$ cat config.mk
export PLATFORM = sky130hd
export DESIGN_NAME = stream_gearbox
export DESIGN_NICKNAME = d
export VERILOG_FILES = /design/src/rtl/gearbox_pkg.sv /design/src/rtl/gearbox_ring.sv /design/src/rtl/gearbox_outreg.sv /design/src/rtl/stream_gearbox.sv
export SDC_FILE = /design/constraint.sdc
export NUM_CORES = 1
export LEC_CHECK = 0
export ABC_AREA = 1
export ABC_CLOCK_PERIOD_IN_PS = 2660
export CAP_MARGIN = 20
export CORE_UTILIZATION = 40
export CTS_CLUSTER_DIAMETER = 200
export DETAILED_ROUTE_END_ITERATION = 8
export PLACE_DENSITY = 0.63
export SLEW_MARGIN = 40
export SYNTH_ARGS = -nofsm -noshare
export SYNTH_HDL_FRONTEND = slang
export SYNTH_SLANG_ARGS = --single-unit
$ cat constraint.sdc
create_clock -name clk -period 2.66 [get_ports clk]
set_clock_uncertainty 0.2 [all_clocks]
set_input_delay 0.798 -clock clk [delete_from_list [all_inputs] [get_ports clk]]
set_output_delay 0.798 -clock clk [all_outputs]
set_load 0.005 [all_outputs]
$ cat src/rtl/gearbox_pkg.sv
package gearbox_pkg;

    // Reset flavour for every register in the gearbox
    typedef enum logic {
        RST_SYNC  = 1'b0,
        RST_ASYNC = 1'b1
    } rst_kind_e;

    // Wrap a position that is below twice the ring span back into the ring
    function automatic int unsigned ring_wrap(int unsigned pos, int unsigned span);
        return (pos >= span) ? pos - span : pos;
    endfunction

endpackage

$ cat src/rtl/gearbox_ring.sv
module gearbox_ring
    import gearbox_pkg::*;
#(
    parameter int        IN_W     = 32,
    parameter int        OUT_W    = 8,
    parameter rst_kind_e RST_KIND = RST_SYNC,
    localparam int       BUF_W    = IN_W + OUT_W,
    localparam int       PTR_W    = $clog2(BUF_W),
    localparam int       FILL_W   = $clog2(BUF_W + 1)
) (
    input  logic              clk,
    input  logic              rst_n,
    input  logic [IN_W-1:0]   wr_data,
    input  logic              wr_valid,
    input  logic              wr_last,
    output logic              wr_ready,
    output logic [OUT_W-1:0]  rd_data,
    output logic              rd_valid,
    output logic              rd_last,
    input  logic              rd_ready,
    output logic [FILL_W-1:0] fill
);

    typedef struct packed {
        logic [BUF_W-1:0]  bits;
        logic [PTR_W-1:0]  wr_ptr;
        logic [PTR_W-1:0]  rd_ptr;
        logic [FILL_W-1:0] fill;
        logic              flush_pend;
    } ring_t;

    ring_t cur_q;
    ring_t nxt_d;
    logic  wr_fire;
    logic  rd_fire;

    function automatic logic [PTR_W-1:0] slot(logic [PTR_W-1:0] base, int unsigned off);
        return PTR_W'(ring_wrap(32'(base) + off, BUF_W));
    endfunction

    // Handshake terms come from registered state only
    assign wr_ready = !cur_q.flush_pend && (cur_q.fill <= FILL_W'(OUT_W));
    assign rd_valid = (cur_q.fill >= FILL_W'(OUT_W)) ||
                      (cur_q.flush_pend && (cur_q.fill != '0));
    assign rd_last  = cur_q.flush_pend && (cur_q.fill <= FILL_W'(OUT_W));
    assign wr_fire  = wr_valid && wr_ready;
    assign rd_fire  = rd_valid && rd_ready;
    assign fill     = cur_q.fill;

    // Read window: OUT_W cells starting at the read pointer
    always_comb begin
        for (int unsigned j = 0; j < OUT_W; j++) begin
            rd_data[j] = cur_q.bits[slot(cur_q.rd_ptr, j)];
        end
    end

    always_comb begin
        nxt_d = cur_q;
        if (wr_fire) begin
            for (int unsigned i = 0; i < IN_W; i++) begin
                nxt_d.bits[slot(cur_q.wr_ptr, i)] = wr_data[i];
            end
        end
        if (rd_fire && rd_last) begin
            // Flush word taken: realign the next packet at cell zero
            nxt_d.wr_ptr     = '0;
            nxt_d.rd_ptr     = '0;
            nxt_d.fill       = '0;
            nxt_d.flush_pend = 1'b0;
        end else begin
            if (wr_fire) begin
                nxt_d.wr_ptr     = slot(cur_q.wr_ptr, IN_W);
                nxt_d.flush_pend = wr_last;
            end
            if (rd_fire) begin
                nxt_d.rd_ptr = slot(cur_q.rd_ptr, OUT_W);
            end
            nxt_d.fill = cur_q.fill
                       + (wr_fire ? FILL_W'(IN_W)  : '0)
                       - (rd_fire ? FILL_W'(OUT_W) : '0);
        end
    end

    generate
        if (RST_KIND == RST_ASYNC) begin : g_arst
            always_ff @(posedge clk or negedge rst_n) begin
                if (!rst_n) cur_q <= '0;
                else        cur_q <= nxt_d;
            end
        end else begin : g_srst
            always_ff @(posedge clk) begin
                if (!rst_n) cur_q <= '0;
                else        cur_q <= nxt_d;
            end
        end
    endgenerate

endmodule

$ cat src/rtl/gearbox_outreg.sv
module gearbox_outreg
    import gearbox_pkg::*;
#(
    parameter int        OUT_W    = 8,
    parameter rst_kind_e RST_KIND = RST_SYNC
) (
    input  logic             clk,
    input  logic             rst_n,
    input  logic [OUT_W-1:0] ld_data,
    input  logic             ld_valid,
    input  logic             ld_last,
    output logic             ld_ready,
    output logic [OUT_W-1:0] out_data,
    output logic             out_valid,
    output logic             out_last,
    input  logic             out_ready
);

    typedef struct packed {
        logic [OUT_W-1:0] data;
        logic             valid;
        logic             last;
    } oreg_t;

    oreg_t cur_q;
    oreg_t nxt_d;

    // Free when empty or being drained in this cycle
    assign ld_ready  = !cur_q.valid || out_ready;
    assign out_data  = cur_q.data;
    assign out_valid = cur_q.valid;
    assign out_last  = cur_q.last;

    always_comb begin
        nxt_d = cur_q;
        if (ld_valid && ld_ready) begin
            nxt_d.data  = ld_data;
            nxt_d.valid = 1'b1;
            nxt_d.last  = ld_last;
        end else if (out_ready) begin
            nxt_d.valid = 1'b0;
        end
    end

    generate
        if (RST_KIND == RST_ASYNC) begin : g_arst
            always_ff @(posedge clk or negedge rst_n) begin
                if (!rst_n) cur_q <= '0;
                else        cur_q <= nxt_d;
            end
        end else begin : g_srst
            always_ff @(posedge clk) begin
                if (!rst_n) cur_q <= '0;
                else        cur_q <= nxt_d;
            end
        end
    endgenerate

endmodule

$ cat src/rtl/stream_gearbox.sv
module stream_gearbox
    import gearbox_pkg::*;
#(
    parameter int        IN_W     = 32,
    parameter int        OUT_W    = 8,
    parameter rst_kind_e RST_KIND = RST_SYNC,
    localparam int       FILL_W   = $clog2(IN_W + OUT_W + 1)
) (
    input  logic             clk,
    input  logic             rst_n,
    input  logic [IN_W-1:0]  in_data,
    input  logic             in_valid,
    input  logic             in_last,
    output logic             in_ready,
    output logic [OUT_W-1:0] out_data,
    output logic             out_valid,
    output logic             out_last,
    input  logic             out_ready
);

    logic [OUT_W-1:0]  ring_data;
    logic              ring_valid;
    logic              ring_last;
    logic              ring_ready;
    logic [FILL_W-1:0] ring_fill;
    logic              ring_pop;
    logic              ring_pop_last;

    gearbox_ring #(
        .IN_W     (IN_W),
        .OUT_W    (OUT_W),
        .RST_KIND (RST_KIND)
    ) u_ring (
        .clk      (clk),
        .rst_n    (rst_n),
        .wr_data  (in_data),
        .wr_valid (in_valid),
        .wr_last  (in_last),
        .wr_ready (in_ready),
        .rd_data  (ring_data),
        .rd_valid (ring_valid),
        .rd_last  (ring_last),
        .rd_ready (ring_ready),
        .fill     (ring_fill)
    );

    gearbox_outreg #(
        .OUT_W    (OUT_W),
        .RST_KIND (RST_KIND)
    ) u_oreg (
        .clk       (clk),
        .rst_n     (rst_n),
        .ld_data   (ring_data),
        .ld_valid  (ring_valid),
        .ld_last   (ring_last),
        .ld_ready  (ring_ready),
        .out_data  (out_data),
        .out_valid (out_valid),
        .out_last  (out_last),
        .out_ready (out_ready)
    );

    assign ring_pop      = ring_valid && ring_ready;
    assign ring_pop_last = ring_last;

endmodule

==> impl_metrics.tcl, run 1 <==
set metrics [dict create \
    synth_top_area_share_pct 22.1 \
    synth_seq_cells 60 \
    cap_violations 0 \
    syn_nets 964 \
    antenna_found_initial 0 \
    startpoint_type "register" \
    coreArea_um2 13200 \
    run_status "finished, final reports clean" \
    synthFlopType "dfxtp_1" \
    yosysUniqueCellTypes 46 \
    grt-ovfl-total 0 \
    max-clock-path-buffers 2 \
    synth_adder_area_share_pct 5.10 \
    arrival_ps 2630 \
    rows 42 \
    yosysWarnings 0 \
    period_minus_slack_ps 2610 \
    final_max_slew_viol_count 0 \
    relSlewSlack_pct 71.0 \
    synth.area.mux_share_pct 0 \
    syn_avg_cell_area_um2 6.01 \
    synth-compound-area-share_pct 16.8 \
    die_w_um 119 \
    fmax_mhz 384 \
    initialDrtViolationCount 523 \
    clock_latency_ps 330 \
    vias 6101 \
    die_h_um 119 \
    hold_path_class "reg -> reg" \
    numClockSinks 60 \
    worstPathRequired_ps 2680 \
    seq_area_um2 1210 \
    fin_util_pct 53.8 \
    r2r_slack_ps 50 \
    setup_viol 0 \
    design_area_um2 7120 \
    drcViolationCount 0 \
    worstSetupPathType "reg -> reg" \
    async_flop_share_pct 0 \
    die_area_um2 14100 \
    tritoncts "done" \
    fill_cells 1387 \
    area.growth.synth_to_final_pct 30.8 \
    wl_um 17400 \
    grt_max_degree 35 \
    hold-worst-slack_ps 266 \
    start_util_pct 41.1 \
    synth_xor_xnor_area_share_pct 1.79 \
    placed_area_um2 6520 \
    multi_input_area_um2 3850 \
    rsz0062_at_grt "true" \
    period_share_pct 98.0 \
    cts-root-buf "clkbuf_16" \
    drive_gt1_share_pct 17.8 \
    worst-path-max-fanout 7 \
    max_stage_delay_ps 530 \
    place_hpwl_um 13200 \
    synth_top_family_by_area "simple AND/OR/NAND/NOR gates" \
    mostFrequentLayoutCells "233 x nand2_1, 108 x nand3_1, 102 x nor2_1" \
    synth_top_area_cell "dfxtp_1" \
    ys_seq_area_share_pct 22.1 \
    diodes 0 \
    cp_slowest_cell "fa_2" \
    dr.pass1.iters 5 \
    htree_levels 3 \
    place_congestion 0.968 \
    syn_inst 906 \
    num_io_pins 48 \
    vias_per_cell 5.14 \
    synth_area_leaders "dfxtp_1 22%, nand2_1 16%, nand3_1 10%" \
    endpoint_kind "register" \
    synth_edf_count 0 \
    grt_pass1_wl_um 28000 \
    clk_pin_slew_worst_paths_ps 50 \
    yosys.area_share.simple_pct 43.3 \
    wire_per_inst_um 14.7 \
    hold_violations 0 \
    holdBufCountCts 0 \
    final_common_cell "nand2_1" \
    syn_area_um2 5440 \
    grt_pass1_vias 5323 \
    port_buffers 47 \
    fin_nets 1063 \
    worstPathCellList "inv_8 > ha_4 > fa_2 > inv_1 > o21ai_2 > inv_2 > nor3_4 > buf_4 > a21oi_1 > nand2_1 > nand2_1 > nor2_1 > nor2_1" \
    tightest_slew_ps 435 \
    grt_usage_pct 25.0 \
    cts_buffers 9 \
    ant_nets 0 \
]
-- cell usage after synthesis (3+ instances only) --
| library cell | n |
|---|---|
| buf_2 | 6 |
| dfxtp_1 | 60 |
| nand2_2 | 12 |
| o21ai_1 | 7 |
| nand2_4 | 5 |
| inv_1 | 102 |
| buf_6 | 6 |
| ha_1 | 19 |
| nand3_2 | 7 |
| o21ai_0 | 59 |
| nor2_4 | 6 |
| clkbuf_1 | 9 |
| nand3_1 | 112 |
| nand4_1 | 11 |
| buf_4 | 4 |
| o211ai_1 | 7 |
| o22ai_1 | 8 |
| nor2_2 | 3 |
| nor2_1 | 109 |
| inv_2 | 10 |
| a21oi_1 | 73 |
| nand2_1 | 237 |
-- worst paths after layout --
check | start | end | depth (start not counted)
max | u_ring.cur_q[16] | u_ring.cur_q[32] | 13
min | u_oreg.out_last | u_oreg.out_last | 2
max reg2reg | u_ring.cur_q[16] | u_ring.cur_q[32] | 13
min reg2reg | u_oreg.out_last | u_oreg.out_last | 2
-- final cells by class --
type                       instances  area share [%]
tap                              176            3.09
timing repair buffer             113            15.1
clock buffer                      13            3.79
clock inverter                     3           0.949
inverter                         113            6.13
multi-input combinational        708            54.0
sequential                        60            17.0
-- stage by stage --
step | worst slack (ps) | std cells | TNS (ps)
floorplan | -18.5 | 906 | -76.3
global placement | -131 | 1163 | -131
detailed placement | -141 | 1163 | -164
CTS | -33.1 | 1180 | -46.4
global route | -40.6 | 1186 | -217
finish | 53.6 | 1186 | 0
-- registers in the layout (all words and copies together) (netlist names) --
name and flops:
u_oreg.out_last 1, u_ring.cur_q 47, u_ring.fill 3, u_oreg.out_data 8, u_oreg.out_valid 1
-- logic make-up after synthesis --
logic type               after synthesis
adder cells (fa/ha/maj)               21
flip-flops                            60
XOR/XNOR                               6
AND/OR/NAND/NOR                      515
buffers and inverters                139
AO/OA/AOI/OAI                        165
-- per-layer routing --
metal	global-route usage [%]	vias to the layer above	routed length [um]
met4	7.12	0	286
met1	35.3	2701	8120
met2	38.3	229	7730
met5	0	-	0
met3	4.78	20	1290
li1	-	3151	-
-- critical path, delay by kind of cell, from the launching register on --
kind                       cells  cell delay, ps
buffers and inverters          4             390
AOI/OAI and AO/OA              2             260
DFF                            1             380
adders and majority gates      2             680
and+or+nand+nor                5             610
-- timing repair --
item | 4_1_cts | 5_1_grt
gates cloned | 0 | 1
setup buffers | 1 | 5
pin swaps | 1 | 14
resized for setup | 3 | 51
endpoints found under the setup margin | 13 | 40
Power of run 1 is not shown: default switching activity piles up to over one toggle a cycle in this logic, so the estimate is an artifact.
==> run 2: changes to the inputs <==
- SLEW_MARGIN: 40 -> not set
==> results of run 2 <==
Final layout, timing and power as in run 1 (identical DEF).
Power of run 2 is left out for the same reason.
